### config.mk
export PLATFORM = sky130hd
export DESIGN_NAME = mbx_outbox_rx
export DESIGN_NICKNAME = d
export VERILOG_FILES = /design/src/rtl/mbx_pkg.sv /design/src/rtl/mbx_rst_sync.sv /design/src/rtl/mbx_ptr_ctrl.sv /design/src/rtl/mbx_store.sv /design/src/rtl/mbx_regs.sv /design/src/rtl/mbx_outbox_rx.sv
export SDC_FILE = /design/constraint.sdc
export NUM_CORES = 1
export LEC_CHECK = 0
export BUFFER_PORTS_ARGS = -buffer_cell sky130_fd_sc_hd__buf_2
export CORE_MARGIN = 2
export CORE_UTILIZATION = 30
export DETAILED_ROUTE_END_ITERATION = 10
export GPL_TIMING_DRIVEN = 1
export SETUP_SLACK_MARGIN = 0.05
export SYNTH_ARGS = -nofsm -noshare
export SYNTH_HDL_FRONTEND = slang
export SYNTH_SLANG_ARGS = --single-unit
### constraint.sdc
create_clock -name clk -period 1.8 [get_ports clk]
set_input_delay 0.09 -clock clk [delete_from_list [all_inputs] [get_ports clk]]
set_output_delay 0.09 -clock clk [all_outputs]
set_load 0.05 [all_outputs]
### src/rtl/mbx_pkg.sv
package mbx_pkg;
  localparam int DATA_W = 32;
  localparam int ADDR_W = 6;
  localparam int PTR_W  = 8;
  localparam int MASK_W = 5;

  localparam logic [ADDR_W-1:0] OFS_CHAN  = 6'h00;
  localparam logic [ADDR_W-1:0] OFS_LO    = 6'h04;
  localparam logic [ADDR_W-1:0] OFS_HI    = 6'h08;
  localparam logic [ADDR_W-1:0] OFS_POP   = 6'h0C;
  localparam logic [ADDR_W-1:0] OFS_CLR   = 6'h10;
  localparam logic [ADDR_W-1:0] OFS_STAT  = 6'h14;
  localparam logic [ADDR_W-1:0] OFS_ISTS  = 6'h18;
  localparam logic [ADDR_W-1:0] OFS_IMSK  = 6'h1C;
  localparam logic [ADDR_W-1:0] OFS_DEPTH = 6'h24;
endpackage

### src/rtl/mbx_rst_sync.sv
module mbx_rst_sync (
  input  logic clk,
  input  logic rst_n,
  output logic rst_sync_n
);
  logic [1:0] stage_q;

  always_ff @(posedge clk or negedge rst_n) begin
    if (!rst_n) stage_q <= 2'b00;
    else        stage_q <= {stage_q[0], 1'b1};
  end

  assign rst_sync_n = stage_q[1];
endmodule

### src/rtl/mbx_ptr_ctrl.sv
module mbx_ptr_ctrl #(
  parameter int DEPTH = 8
) (
  input  logic                      clk,
  input  logic                      rst_n,
  input  logic                      push_req,
  input  logic                      pop_req,
  input  logic                      clr,
  output logic [mbx_pkg::PTR_W-1:0] wptr,
  output logic [mbx_pkg::PTR_W-1:0] rptr,
  output logic                      full,
  output logic                      push_acc,
  output logic                      pop_acc
);
  import mbx_pkg::*;
  localparam logic [PTR_W-1:0] LAST = PTR_W'(DEPTH - 1);

  logic [PTR_W-1:0] wptr_q, wptr_d, rptr_q, rptr_d;
  logic             full_q, full_d, empty;
  logic             wptr_en, rptr_en, full_en;

  function automatic logic [PTR_W-1:0] bump(input logic [PTR_W-1:0] p);
    return (p == LAST) ? '0 : p + 1'b1;
  endfunction

  always_comb begin
    empty    = !full_q && (wptr_q == rptr_q);
    push_acc = push_req && !full_q && !clr;
    pop_acc  = pop_req && !empty && !clr;
    wptr_en  = push_acc || clr;
    rptr_en  = pop_acc || clr;
    full_en  = clr || (push_acc != pop_acc);
    wptr_d   = clr ? '0 : bump(wptr_q);
    rptr_d   = clr ? '0 : bump(rptr_q);
    if (clr)           full_d = 1'b0;
    else if (push_acc) full_d = (bump(wptr_q) == rptr_q);
    else               full_d = 1'b0;
  end

  always_ff @(posedge clk or negedge rst_n) begin
    if (!rst_n) begin
      wptr_q <= '0;
      rptr_q <= '0;
      full_q <= 1'b0;
    end else begin
      if (wptr_en) wptr_q <= wptr_d;
      if (rptr_en) rptr_q <= rptr_d;
      if (full_en) full_q <= full_d;
    end
  end

  assign wptr = wptr_q;
  assign rptr = rptr_q;
  assign full = full_q;
endmodule

### src/rtl/mbx_store.sv
module mbx_store #(
  parameter int DEPTH = 8,
  parameter int ID_W  = 3,
  parameter int IDX_W = $clog2(DEPTH)
) (
  input  logic                       clk,
  input  logic                       we,
  input  logic [IDX_W-1:0]           waddr,
  input  logic [mbx_pkg::DATA_W-1:0] wlo,
  input  logic [mbx_pkg::DATA_W-1:0] whi,
  input  logic [ID_W-1:0]            wid,
  input  logic [IDX_W-1:0]           raddr,
  output logic [mbx_pkg::DATA_W-1:0] rlo,
  output logic [mbx_pkg::DATA_W-1:0] rhi,
  output logic [ID_W-1:0]            rid
);
  import mbx_pkg::*;

  logic [DATA_W-1:0] lo_q [DEPTH];
  logic [DATA_W-1:0] hi_q [DEPTH];
  logic [ID_W-1:0]   id_q [DEPTH];

  for (genvar i = 0; i < DEPTH; i++) begin : g_ent
    logic ent_en;
    assign ent_en = we && (waddr == IDX_W'(i));
    always_ff @(posedge clk) begin
      if (ent_en) begin
        lo_q[i] <= wlo;
        hi_q[i] <= whi;
        id_q[i] <= wid;
      end
    end
  end

  assign rlo = lo_q[raddr];
  assign rhi = hi_q[raddr];
  assign rid = id_q[raddr];
endmodule

### src/rtl/mbx_regs.sv
module mbx_regs #(
  parameter int DEPTH = 8,
  parameter int ID_W  = 3
) (
  input  logic                       clk,
  input  logic                       rst_n,
  input  logic                       wr_en,
  input  logic [mbx_pkg::ADDR_W-1:0] wr_addr,
  input  logic [mbx_pkg::DATA_W-1:0] wr_data,
  input  logic [mbx_pkg::ADDR_W-1:0] rd_addr,
  input  logic                       push_acc,
  input  logic [mbx_pkg::PTR_W-1:0]  wptr,
  input  logic [mbx_pkg::PTR_W-1:0]  rptr,
  input  logic                       full,
  input  logic [mbx_pkg::DATA_W-1:0] head_lo,
  input  logic [mbx_pkg::DATA_W-1:0] head_hi,
  input  logic [ID_W-1:0]            head_id,
  output logic                       pop_req,
  output logic                       clr,
  output logic                       irq_sts,
  output logic [mbx_pkg::MASK_W-1:0] irq_mask,
  output logic [mbx_pkg::DATA_W-1:0] rd_data,
  output logic                       irq
);
  import mbx_pkg::*;

  logic              sts_q, sts_d, sts_en;
  logic [MASK_W-1:0] mask_q, mask_d;
  logic              mask_en, sts_w1c;

  always_comb begin
    pop_req = wr_en && (wr_addr == OFS_POP) && wr_data[0];
    clr     = wr_en && (wr_addr == OFS_CLR) && (wr_data == '0);
    sts_w1c = wr_en && (wr_addr == OFS_ISTS) && wr_data[0];
    sts_en  = push_acc || sts_w1c;
    sts_d   = push_acc;
    mask_en = wr_en && (wr_addr == OFS_IMSK);
    mask_d  = wr_data[MASK_W-1:0];
  end

  always_ff @(posedge clk or negedge rst_n) begin
    if (!rst_n) begin
      sts_q  <= 1'b0;
      mask_q <= '1;
    end else begin
      if (sts_en)  sts_q  <= sts_d;
      if (mask_en) mask_q <= mask_d;
    end
  end

  always_comb begin
    rd_data = '0;
    case (rd_addr)
      OFS_CHAN:  rd_data = DATA_W'(head_id);
      OFS_LO:    rd_data = head_lo;
      OFS_HI:    rd_data = head_hi;
      OFS_STAT:  rd_data = {rptr, wptr, 15'b0, full};
      OFS_ISTS:  rd_data = DATA_W'(sts_q);
      OFS_IMSK:  rd_data = DATA_W'(mask_q);
      OFS_DEPTH: rd_data = DATA_W'(DEPTH - 1);
      default:   rd_data = '0;
    endcase
  end

  assign irq      = sts_q && !mask_q[0];
  assign irq_sts  = sts_q;
  assign irq_mask = mask_q;
endmodule

### src/rtl/mbx_outbox_rx.sv
module mbx_outbox_rx #(
  parameter int DEPTH = 8,
  parameter int ID_W  = 3
) (
  input  logic        clk,
  input  logic        rst_n,
  input  logic        push_vld,
  input  logic [31:0] push_lo,
  input  logic [31:0] push_hi,
  input  logic [ID_W-1:0] push_id,
  input  logic        wr_en,
  input  logic [5:0]  wr_addr,
  input  logic [31:0] wr_data,
  input  logic [5:0]  rd_addr,
  output logic [31:0] rd_data,
  output logic        irq
);
  import mbx_pkg::*;
  localparam int IDX_W = $clog2(DEPTH);

  logic             rst_sync_n;
  logic [PTR_W-1:0] wptr, rptr;
  logic             full, push_acc, pop_acc, pop_req, clr;
  logic             irq_sts;
  logic [MASK_W-1:0] irq_mask;
  logic [DATA_W-1:0] head_lo, head_hi;
  logic [ID_W-1:0]   head_id;

  mbx_rst_sync i_rst (
    .clk        (clk),
    .rst_n      (rst_n),
    .rst_sync_n (rst_sync_n)
  );

  mbx_ptr_ctrl #(.DEPTH(DEPTH)) i_ptr (
    .clk      (clk),
    .rst_n    (rst_sync_n),
    .push_req (push_vld),
    .pop_req  (pop_req),
    .clr      (clr),
    .wptr     (wptr),
    .rptr     (rptr),
    .full     (full),
    .push_acc (push_acc),
    .pop_acc  (pop_acc)
  );

  mbx_store #(.DEPTH(DEPTH), .ID_W(ID_W), .IDX_W(IDX_W)) i_store (
    .clk   (clk),
    .we    (push_acc),
    .waddr (wptr[IDX_W-1:0]),
    .wlo   (push_lo),
    .whi   (push_hi),
    .wid   (push_id),
    .raddr (rptr[IDX_W-1:0]),
    .rlo   (head_lo),
    .rhi   (head_hi),
    .rid   (head_id)
  );

  mbx_regs #(.DEPTH(DEPTH), .ID_W(ID_W)) i_regs (
    .clk      (clk),
    .rst_n    (rst_sync_n),
    .wr_en    (wr_en),
    .wr_addr  (wr_addr),
    .wr_data  (wr_data),
    .rd_addr  (rd_addr),
    .push_acc (push_acc),
    .wptr     (wptr),
    .rptr     (rptr),
    .full     (full),
    .head_lo  (head_lo),
    .head_hi  (head_hi),
    .head_id  (head_id),
    .pop_req  (pop_req),
    .clr      (clr),
    .irq_sts  (irq_sts),
    .irq_mask (irq_mask),
    .rd_data  (rd_data),
    .irq      (irq)
  );
endmodule

# ---- After elaboration in Yosys (flattened, before gate mapping)
# Memories as Yosys holds them, arrays and structs flattened.
# Index checks and enable logic that the tools add are counted.
dict set report totals {
  wordCells 172
  output_inout_bits 33
  ram_bits 536
  input_bits 115
  regBits 25
  n_memories 3
}
dict set report op_classes {
  muxes 86
  eq_ne 22
  reduce_logical 53
  addsub 2
}
# name words width read_ports rd_clocked_by_memory_dff wr line_no
set memory_table {}
lappend memory_table {i_store.hi_q 8 32 1 0 1 mbx_store.sv:20} ;# logic [DATA_W-1:0] hi_q [DEPTH];
lappend memory_table {i_store.lo_q 8 32 1 0 1 mbx_store.sv:19} ;# logic [DATA_W-1:0] lo_q [DEPTH];
lappend memory_table {i_store.id_q 8 3 1 0 1 mbx_store.sv:21} ;# logic [ID_W-1:0] id_q [DEPTH];
# operator n
set op_table {}
lappend op_table {{2-to-1 mux 32 bit} 14}
lappend op_table {{OR reduction 32 bit} 14}
lappend op_table {{one-hot mux 32 bit (7 select lines)} 1}
lappend op_table {{2-to-1 mux 3 bit} 28}
lappend op_table {{2-to-1 mux 1 bit} 39}
lappend op_table {{== test 6 x 5 -> 1 bit (second input constant)} 6}
lappend op_table {{zero test 32 bit} 1}
lappend op_table {{2-to-1 mux 8 bit} 4}
lappend op_table {{logical AND 1 bit} 21}
lappend op_table {{OR reduction 3 bit} 7}
lappend op_table {{adder 8 x 1 -> 8 bit (second input constant)} 2}
lappend op_table {{== test 8 x 3 -> 1 bit (second input constant)} 2}
lappend op_table {{== test 8 bit} 2}
lappend op_table {{== test 3 bit (second input constant)} 4}
lappend op_table {{== test 6 x 4 -> 1 bit (second input constant)} 2}
lappend op_table {{== test 3 x 2 -> 1 bit (second input constant)} 2}
lappend op_table {{== test 6 x 3 -> 1 bit (second input constant)} 1}
lappend op_table {{== test 6 bit (second input constant)} 1}
lappend op_table {{zero test 6 bit} 1}
lappend op_table {{zero test 1 bit} 4}
lappend op_table {{logical OR 1 bit} 4}
lappend op_table {{== test 3 x 1 -> 1 bit (second input constant)} 1}
lappend op_table {{zero test 3 bit} 1}
lappend op_table {{!= test 1 bit} 1}

# ---- Logic depth before layout (Yosys ltp)
# Gate-level depths: netlist (run 1).
dict set report depth {
  ltp_word 16
  ltp_mapped 9
  depth_no_buf 7
}

# ---- Modules after synthesis
# A second synthesis (run 1) with hierarchy kept.
dict set report unflattened {
  hier_cells 1040
  area_unflattened_um2 22751.8
}
# module cells_each area_per_inst_um2 instances seq_area_each_um2
set modules_own_cells {}
lappend modules_own_cells {mbx_store 787 20498.4 1 16095.4}
lappend modules_own_cells {mbx_ptr_ctrl 136 1168.6 1 425.4}
lappend modules_own_cells {mbx_regs 114 1031.0 1 156.4}
lappend modules_own_cells {mbx_rst_sync 3 53.8 1 50.0}

# ---- Least setup slack after synthesis (run 1)
# No wires, ideal clock.
dict set report synth_timing {
  kind {register to register}
  startpoint {register i_ptr.full_q, in the netlist i_ptr.full}
  endpoint {memory i_store.hi_q[0][0], enable pin}
  path_buffers 1
  setup_slack_ns -1.261
  setup_time_ns 0.433
  arrival_ns 2.628
  path_stages_with_launch 5
  synth_period_minus_slack_ns 3.061
  t_required_ns 1.367
  cell_sequence {dfrtp_1 nand2b_1 clkbuf_1 nor2_1 and3_1}
}
dict set report synth_via {
  elab_cells_between_ends 48
  cone_classes {mux (30); reduce/logical (18)}
}
# element line_no
set synth_lines {}
lappend synth_lines {{start: declaration} mbx_ptr_ctrl.sv:19} ;# logic full_q, full_d, empty;
lappend synth_lines {{start signal: assignment} mbx_ptr_ctrl.sv:48} ;# if (full_en) full_q <= full_d;
lappend synth_lines {{zero test 1 bit} mbx_ptr_ctrl.sv:28} ;# push_acc = push_req && !full_q && !clr;
lappend synth_lines {{logical AND 1 bit (2 in a row)} mbx_ptr_ctrl.sv:28}
lappend synth_lines {{logical AND 1 bit} mbx_store.sv:25} ;# assign ent_en = we && (waddr == IDX_W'(i));
lappend synth_lines {{net i_store.g_ent[0].ent_en} mbx_store.sv:24} ;# logic ent_en;
lappend synth_lines {{2-to-1 mux 1 bit} mbx_store.sv:27} ;# if (ent_en) begin
lappend synth_lines {{2-to-1 mux 1 bit (implied by the code)} mbx_store.sv:29} ;# hi_q[i] <= whi;
lappend synth_lines {{2-to-1 mux 1 bit (no line) (7 in a row)} --}
lappend synth_lines {{end: declaration} mbx_store.sv:20}
# The timed path passes the listed nets, and every way through them passes these cells.

# ---- Final worst setup path (run 1)
dict set report layout_timing {
  startpoint {register i_ptr.rptr_q[0], in the netlist i_ptr.rptr[0]}
  endpoint {output port rd_data[25]}
}
dict set report layout_via {
  elab_chain_len 2
  elab_cells_between_ends 3
  cone_classes {mux (1); memory (2)}
}
# element line_no
set layout_lines {}
lappend layout_lines {{start: declaration} mbx_ptr_ctrl.sv:18} ;# logic [PTR_W-1:0] wptr_q, wptr_d, rptr_q, rptr_d;
lappend layout_lines {{start signal: assignment} mbx_ptr_ctrl.sv:47} ;# if (rptr_en) rptr_q <= rptr_d;
lappend layout_lines {{memory read (8 x 32 bit), on equally long branches} --}
lappend layout_lines {{one-hot mux 32 bit (7 select lines) *} mbx_regs.sv:53} ;# case (rd_addr)
lappend layout_lines {{end: declaration} mbx_outbox_rx.sv:15} ;# output logic [31:0] rd_data,
# Mark *: on every way between the ends. The rest lies on a longest branch, timed or not.

==> results of run 1 <==
==> what timing repair did <==
item,in CTS,in global routing
setup endpoints to repair,44,580
pin swaps,8,20
setup buffers,9,19
hold endpoints to repair,544,0
resized for setup,97,47
gates cloned,1,12
hold buffers,83,0
==> layout make-up <==
cell class | instances | area (µm²)
Inverter | 10 | 37.5
Fill cell | 6548 | 43900
Clock inverter | 27 | 245
Timing Repair Buffer | 422 | 4440
Sequential cell | 561 | 16700
Clock buffer | 77 | 1530
Multi-Input combinational cell | 421 | 5960
Antenna cell | 1 | 2.50
Tap cell | 969 | 1210
==> placed cells by master, fill, tap and decap left out, types with 10 or more instances in the layout <==
cell and n:
inv_1 10, buf_4 99, buf_2 114, buf_6 33, dfrtp_1 17, clkbuf_16 68, mux2i_2 12, clkbuf_1 16
nand4_1 10, clkinv_2 15, dlygate4sd3_1 83, buf_12 76, mux2i_4 12, xor2_1 11, mux2i_1 29, mux2_2 12
edfxtp_1 536, mux2_4 10, nor2_1 19, mux4_2 127, o22ai_2 12, nand3_1 10
==> flip-flops by register name, summed over array words and instances (netlist names) <==
register,cells
i_ptr.full,1
i_ptr.rptr,8
i_ptr.wptr,8
i_regs.irq_mask,5
i_regs.irq_sts,1
i_rst.stage_q,2
i_store.hi_q,256
i_store.id_q,24
i_store.lo_q,256
==> layer usage <==
metal	wire length [µm]	vias to the layer above	GRT usage
met4	1170	10	0.0347
met3	2960	83	0.0258
met5	66	-	0
li1	-	5280	-
met2	28300	338	0.241
met1	24200	6339	0.192
==> worst paths after layout <==
path | startpoint | end | slack [ps] | cells past startpoint
min in group asynchronous | i_rst.stage_q[1]$_DFF_PN0_ | i_regs.irq_sts$_DFFE_PN0P_ | 230 | 1
hold reg to reg | i_rst.stage_q[1]$_DFF_PN0_ | i_regs.irq_sts$_DFFE_PN0P_ | 230 | 1
max in group asynchronous | i_rst.stage_q[1]$_DFF_PN0_ | i_regs.irq_mask[3]$_DFFE_PN1P_ | 1260 | 1
hold / removal | push_vld | i_ptr.wptr[4]$_DFFE_PN0P_ | 70 | 4
setup / recovery | i_ptr.rptr[0]$_DFFE_PN0P_ | rd_data[25] | -1040 | 7
setup reg to reg | i_ptr.rptr[0]$_DFFE_PN0P_ | i_ptr.rptr[7]$_DFFE_PN0P_ | -360 | 10
==> worst max-delay path: cells and delay by family (launching register included) <==
family | cells | cell delay, ps
buf+inv | 3 | 560
mux | 2 | 710
flops | 1 | 450
compound gates | 2 | 400
==> cells by family after synthesis <==
group / Yosys count
AO/OA/AOI/OAI: 87
adder cells (fa/ha/maj): 7
AND/OR/NAND/NOR: 101
buffers and inverters: 66
other: 1
multiplexers: 209
flip-flops: 561
XOR/XNOR: 16
==> power by group through the flow <==
| stage | registers, W | clock network, W | logic [W] |
|---|---|---|---|
| 6_report | 0.0162 | 0.0113 | 0.00645 |
| 5_1_grt | 0.0163 | 0.0120 | 0.00685 |
| 4_1_cts | 0.0162 | 0.0115 | 0.00601 |
| 3_5_place_dp | 0.0165 | 0 | 0.00553 |
| 3_3_place_gp | 0.0164 | 0 | 0.00547 |
| 2_1_floorplan | 0.0163 | 0 | 0.00316 |
==> per-stage QoR <==
step / total power, W / utilization / setup TNS, ps
detailed placement: 0.0220 / 0.356 / -77800
floorplan: 0.0195 / - / -27530
global placement: 0.0219 / 0.356 / -68520
finish: 0.0339 / 0.407 / -33000
global route: 0.0352 / 0.407 / -36390
CTS: 0.0337 / 0.398 / -33910
==> flow_results.xml, run 1 <==
<?xml version="1.0" encoding="UTF-8"?>
<metrics>
  <group name="power_and_ir_drop">
    <metric name="p_clk_frac" unit="">0.332</metric>
    <metric name="power_switching_share" unit="">0.249</metric>
    <metric name="p_per_cell_area" unit="nW/µm²">1120</metric>
    <metric name="cell_internal_pwr" unit="W">0.0254</metric>
    <metric name="power.static_leakage" unit="nW">10.1</metric>
    <metric name="p_seq_frac" unit="">0.477</metric>
    <metric name="max-vdd-ir-drop" unit="mV">0.756</metric>
    <metric name="power.switching" unit="W">0.00846</metric>
    <metric name="combinationalPowerShare" unit="">0.190</metric>
  </group>
  <group name="logic_synthesis">
    <metric name="cell_types_with_the_highest_counts_after_synthesis" unit="">edfxtp_1, mux4_2, mux2i_1</metric>
    <metric name="synth_area_per_cell" unit="µm²">21.3</metric>
    <metric name="ys_types" unit="">58</metric>
    <metric name="synth_fa_ha_area_frac" unit="">0.00392</metric>
    <metric name="synthMostInstantiatedCell" unit="">edfxtp_1</metric>
    <metric name="asyncSetResetFlopFracSynth" unit="">0.0446</metric>
    <metric name="synth-warning-count" unit="">0</metric>
    <metric name="postSynthCellCount" unit="">1048</metric>
    <metric name="ys.flop_type" unit="">edfxtp_1</metric>
    <metric name="synth_seq_cells" unit="">561</metric>
    <metric name="synth_edf_count" unit="">536</metric>
    <metric name="share_of_synthesized_area_spent_on_multiplexers" unit="">0.172</metric>
    <metric name="synth_simple_gate_area_share" unit="">0.0264</metric>
    <metric name="synth_compound_gate_area_share" unit="">0.0259</metric>
    <metric name="synth.top_cell.area_share" unit="">0.720</metric>
    <metric name="synth-xor-area-share" unit="">0.00627</metric>
    <metric name="synth_area_leader_cell" unit="">edfxtp_1</metric>
    <metric name="synth_top_family_by_area" unit="">multiplexers</metric>
    <metric name="synth_nets" unit="">1170</metric>
    <metric name="ys_top_cells_by_area" unit="">edfxtp_1, mux4_2, mux2i_1, dfrtp_1, mux4_1</metric>
    <metric name="post_synth_instance_area" unit="µm²">22400</metric>
    <metric name="synth.yosys.seq_area_share" unit="">0.748</metric>
  </group>
  <group name="global_routing">
    <metric name="initial_antenna_violation_count" unit="">9</metric>
    <metric name="grt_max_degree" unit="">28</metric>
    <metric name="grtUsageTotal" unit="">0.143</metric>
    <metric name="wire_length_of_the_first_global_routing_pass" unit="µm">82400</metric>
    <metric name="global_route.overflow_total" unit="">0</metric>
    <metric name="grt_pass1_vias" unit="">12700</metric>
  </group>
  <group name="clocking">
    <metric name="h_tree_depth" unit="">2</metric>
    <metric name="clockRootBuffer" unit="">clkbuf_16</metric>
    <metric name="cts_buffer_depth" unit="">3</metric>
    <metric name="cts_made_buffers" unit="">56</metric>
    <metric name="path_clk_slew" unit="ps">60</metric>
    <metric name="clock_sink_count" unit="">561</metric>
    <metric name="clock_latency" unit="ps">620</metric>
    <metric name="cts_tree" unit="">built</metric>
  </group>
  <group name="route">
    <metric name="num_vias" unit="">12100</metric>
    <metric name="drc" unit="">0</metric>
    <metric name="postRouteAntennaNets" unit="">0</metric>
    <metric name="drt-initial-drc-count" unit="">921</metric>
    <metric name="routed_wl" unit="µm">56700</metric>
    <metric name="first_pass_iters" unit="">5</metric>
    <metric name="routed_wire_length_per_instance" unit="µm">22.8</metric>
    <metric name="avgViaCountPerCell" unit="">4.84</metric>
  </group>
  <group name="placed_design">
    <metric name="hpwlAfterDp" unit="µm">36300</metric>
    <metric name="post-place-cells" unit="">2263</metric>
    <metric name="dpl-instance-area" unit="µm²">26300</metric>
    <metric name="dp_worst_setup_slack" unit="ps">-504</metric>
    <metric name="place.port_buffers" unit="">147</metric>
    <metric name="globalplace.congestion" unit="">0.825</metric>
  </group>
  <group name="flow_run">
    <metric name="cap_viol_max_count" unit="">0</metric>
  </group>
  <group name="sta">
    <metric name="timing.final.setup_violations" unit="">41</metric>
    <metric name="skew" unit="ps">22.4</metric>
    <metric name="maxClockFrequency" unit="MHz">353</metric>
    <metric name="grt_setup_unrepaired" unit="">yes</metric>
    <metric name="final-max-slew-violation-count" unit="">0</metric>
    <metric name="worst_slack" unit="ps">-1040</metric>
    <metric name="hold_ws" unit="ps">73.6</metric>
    <metric name="share_of_the_clock_period_used_by_the_worst_path_after_layout" unit="">1.58</metric>
    <metric name="hold_violations" unit="">0</metric>
    <metric name="period_needed" unit="ps">2840</metric>
  </group>
  <group name="run_status">
    <metric name="status" unit="">finished with violations</metric>
    <metric name="failing_checks" unit="">setup timing</metric>
  </group>
  <group name="hold_path">
    <metric name="min_path_type" unit="">in2reg</metric>
  </group>
  <group name="final_layout">
    <metric name="syn_to_final_growth" unit="%">35.0</metric>
    <metric name="layout-drive-gt1-share" unit="">0.454</metric>
    <metric name="postLayoutCellArea" unit="µm²">30200</metric>
    <metric name="non_filler_cells_final" unit="">2488</metric>
    <metric name="final_net_count" unit="">1594</metric>
  </group>
  <group name="die">
    <metric name="ios" unit="">148</metric>
    <metric name="fp.dieArea" unit="µm²">76700</metric>
    <metric name="die_y" unit="µm">277</metric>
    <metric name="core_region_area" unit="µm²">74100</metric>
    <metric name="placement_rows" unit="">100</metric>
    <metric name="die_w" unit="µm">277</metric>
    <metric name="floorplan.initialDensity" unit="">0.302</metric>
  </group>
  <group name="critical_path">
    <metric name="cp_data_required_time" unit="ps">1710</metric>
    <metric name="worst-path-max-fanout" unit="">8</metric>
    <metric name="worst-endpoint-arrival" unit="ps">2750</metric>
    <metric name="top_cell_by_count_worst_path" unit="">buf_12</metric>
    <metric name="crit_path_max_incr_delay" unit="ps">510</metric>
    <metric name="worstPathCellList" unit="">buf_12 -&gt; clkbuf_16 -&gt; mux4_2 -&gt; mux2i_2 -&gt; o22ai_2 -&gt; a21o_2 -&gt; buf_12</metric>
    <metric name="path_class" unit="">reg2out</metric>
    <metric name="timing.critical_path.from_type" unit="">flip-flop</metric>
    <metric name="cp-end-kind" unit="">output pin</metric>
    <metric name="critPathSlowestCell" unit="">mux4_2</metric>
  </group>
</metrics>
Note: power is estimated with default switching activity, not from simulation.
==> inputs of run 2 (changes only) <==
--- a/config.mk
+++ b/config.mk
@@ -10,6 +10,7 @@
 export CORE_UTILIZATION = 30
 export DETAILED_ROUTE_END_ITERATION = 10
 export GPL_TIMING_DRIVEN = 1
+export RECOVER_POWER = 100
 export SETUP_SLACK_MARGIN = 0.05
 export SYNTH_ARGS = -nofsm -noshare
 export SYNTH_HDL_FRONTEND = slang
==> flow_results.xml, run 2 (synthesized netlist as in run 1, its figures left out) <==
<?xml version="1.0" encoding="UTF-8"?>
<metrics>
  <group name="final_layout">
    <metric name="most-common-layout-cells" unit="">edfxtp_1, mux4_2, buf_4, clkbuf_1, dlygate4sd3_1</metric>
    <metric name="syn_to_final_growth" unit="%">34.4</metric>
    <metric name="layout.cells.most_common" unit="">edfxtp_1</metric>
    <metric name="final_core_utilization" unit="">0.405</metric>
    <metric name="num-fill-cells" unit="">6576</metric>
    <metric name="layout-drive-gt1-share" unit="">0.406</metric>
    <metric name="flip_flop_and_latch_area" unit="µm²">16700</metric>
    <metric name="multiInputGateArea" unit="µm²">5950</metric>
    <metric name="final_net_count" unit="">1594</metric>
    <metric name="top_regs" unit="">i_store.hi_q x256, i_store.lo_q x256, i_store.id_q x24</metric>
  </group>
  <group name="clocking">
    <metric name="clockRootBuffer" unit="">clkbuf_16</metric>
    <metric name="h_tree_depth" unit="">2</metric>
    <metric name="clock_sink_count" unit="">561</metric>
    <metric name="cts_tree" unit="">built</metric>
    <metric name="path_clk_slew" unit="ps">60</metric>
    <metric name="cts_buffer_depth" unit="">3</metric>
    <metric name="cts_made_buffers" unit="">56</metric>
    <metric name="clock_latency" unit="ps">620</metric>
  </group>
  <group name="hold_path">
    <metric name="min_path_type" unit="">in2reg</metric>
  </group>
  <group name="sta">
    <metric name="skew" unit="ps">21.5</metric>
    <metric name="final-max-slew-violation-count" unit="">23</metric>
    <metric name="worst_slack" unit="ps">-1030</metric>
    <metric name="hold_violations" unit="">0</metric>
    <metric name="maxClockFrequency" unit="MHz">353</metric>
    <metric name="worst_slew_pin_slew" unit="ps">1510</metric>
    <metric name="period_needed" unit="ps">2830</metric>
    <metric name="timing.max_slew.rel_slack" unit="">-0.00370</metric>
    <metric name="share_of_the_clock_period_used_by_the_worst_path_after_layout" unit="">1.57</metric>
    <metric name="grt_setup_unrepaired" unit="">yes</metric>
    <metric name="timing.final.setup_violations" unit="">42</metric>
  </group>
  <group name="power_and_ir_drop">
    <metric name="max-vdd-ir-drop" unit="mV">0.756</metric>
    <metric name="p_seq_frac" unit="">0.478</metric>
    <metric name="p_clk_frac" unit="">0.333</metric>
    <metric name="power.switching" unit="W">0.00846</metric>
    <metric name="power.static_leakage" unit="nW">9.89</metric>
    <metric name="cell_internal_pwr" unit="W">0.0254</metric>
    <metric name="p_per_cell_area" unit="nW/µm²">1130</metric>
    <metric name="power_switching_share" unit="">0.250</metric>
    <metric name="finalPower" unit="W">0.0339</metric>
    <metric name="combinationalPowerShare" unit="">0.189</metric>
  </group>
  <group name="critical_path">
    <metric name="cp-end-kind" unit="">output pin</metric>
    <metric name="timing.critical_path.from_type" unit="">flip-flop</metric>
    <metric name="worst-path-max-fanout" unit="">8</metric>
    <metric name="cp_data_required_time" unit="ps">1710</metric>
    <metric name="path_class" unit="">reg2out</metric>
    <metric name="worst-endpoint-arrival" unit="ps">2740</metric>
  </group>
  <group name="die">
    <metric name="placement_rows" unit="">100</metric>
    <metric name="die_w" unit="µm">277</metric>
    <metric name="floorplan.initialDensity" unit="">0.302</metric>
    <metric name="fp.dieArea" unit="µm²">76700</metric>
    <metric name="ios" unit="">148</metric>
    <metric name="core_region_area" unit="µm²">74100</metric>
    <metric name="die_y" unit="µm">277</metric>
  </group>
  <group name="route">
    <metric name="num_vias" unit="">12100</metric>
    <metric name="wl_met2" unit="µm">28300</metric>
    <metric name="drt-initial-drc-count" unit="">901</metric>
    <metric name="first_pass_iters" unit="">5</metric>
    <metric name="routed_wire_length_per_instance" unit="µm">22.8</metric>
    <metric name="avgViaCountPerCell" unit="">4.87</metric>
    <metric name="drc" unit="">0</metric>
    <metric name="dr.max_layer_used" unit="">met5</metric>
    <metric name="routed_wl" unit="µm">56800</metric>
    <metric name="route.layer.met1.wl" unit="µm">24400</metric>
    <metric name="postRouteAntennaNets" unit="">0</metric>
    <metric name="routed-wl-met3" unit="µm">2810</metric>
  </group>
  <group name="flow_run">
    <metric name="cap_viol_max_count" unit="">1</metric>
  </group>
  <group name="global_routing">
    <metric name="wire_length_of_the_first_global_routing_pass" unit="µm">82400</metric>
    <metric name="grt_pass1_vias" unit="">12700</metric>
    <metric name="initial_antenna_violation_count" unit="">9</metric>
    <metric name="grtUsageTotal" unit="">0.143</metric>
    <metric name="global_route.overflow_total" unit="">0</metric>
    <metric name="grt_max_degree" unit="">28</metric>
  </group>
  <group name="placed_design">
    <metric name="globalplace.congestion" unit="">0.825</metric>
    <metric name="place.port_buffers" unit="">147</metric>
    <metric name="hpwlAfterDp" unit="µm">36300</metric>
  </group>
  <group name="run_status">
    <metric name="failing_checks" unit="">capacitance limit, slew limit, setup timing</metric>
    <metric name="status" unit="">finished with violations</metric>
  </group>
</metrics>
[run 2: changes by cell type in the layout (fill, tap and decap cells not counted), sizes merged]
cell,change
buf,-75
clkbuf,+75
[run 2: power groups by stage]
stage          clock network [W]  registers (W)  logic, W
6_report                  0.0113         0.0162   0.00641
5_1_grt                   0.0120         0.0163   0.00681
4_1_cts                   0.0115         0.0162   0.00601
3_5_place_dp                   0         0.0165   0.00553
3_3_place_gp                   0         0.0164   0.00547
2_1_floorplan                  0         0.0163   0.00316
[run 2: layout make-up]
type,instances,share of cell area
antenna,1,0.0000833
clock buffer,77,0.0510
clock inverter,27,0.00817
inverter,10,0.00125
multi-input combinational,421,0.198
sequential,561,0.557
tap,969,0.0404
timing repair buffer,422,0.144
[run 2: worst max-delay path, cell delays in order, from the launching register on]
cell and delay, ps:
dfrtp_4 450, buf_12 190, buf_12 150, mux4_2 500
mux2_4 280, a22oi_2 180, buf_4 170, o21ai_4 50
buf_6 150
[run 2: per-layer routing]
layer,global-route usage,up-vias
met3,0.0258,91
met4,0.0347,12
li1,-,5285
met1,0.192,6393
met2,0.241,347
met5,0,-
[run 2: metrics by stage]
step           instances  hold WS [ps]  cell area [µm²]  TNS, ps  worst slack [ps]
5_1_grt             2488          98.6            30000   -65260             -1110
4_1_cts             2460          36.2            29500   -33910             -1080
3_3_place_gp        2263          -124            26300   -68520              -504
3_5_place_dp        2263          -124            26300   -77800              -504
2_1_floorplan       1048          -206            22800   -27530              -193
6_report            2488          76.2            30000   -32860             -1030
[run 2: what timing repair did]
action | 4_1_cts | 5_1_grt
gates resized for setup | 97 | 47
endpoints found under the hold margin | 544 | 0
hold buffers | 83 | 0
setup buffers | 9 | 19
gates cloned | 1 | 12
setup endpoints to repair | 44 | 580
pin swaps | 8 | 20
[run 2: final timing paths]
path / depth (start not counted) / slack (ps) / from / endpoint
worst min-delay path: 4 / 80 / push_vld / i_ptr.wptr[4]$_DFFE_PN0P_
min in group asynchronous: 3 / 360 / rst_n / i_rst.stage_q[0]$_DFF_PN0_
max in group asynchronous: 1 / 40 / i_rst.stage_q[1]$_DFF_PN0_ / i_ptr.rptr[0]$_DFFE_PN0P_
worst max-delay path: 8 / -1030 / i_ptr.rptr[0]$_DFFE_PN0P_ / rd_data[20]
worst min register to register: 0 / 350 / i_rst.stage_q[0]$_DFF_PN0_ / i_rst.stage_q[1]$_DFF_PN0_
worst max register to register: 10 / -350 / i_ptr.rptr[0]$_DFFE_PN0P_ / i_ptr.rptr[7]$_DFFE_PN0P_
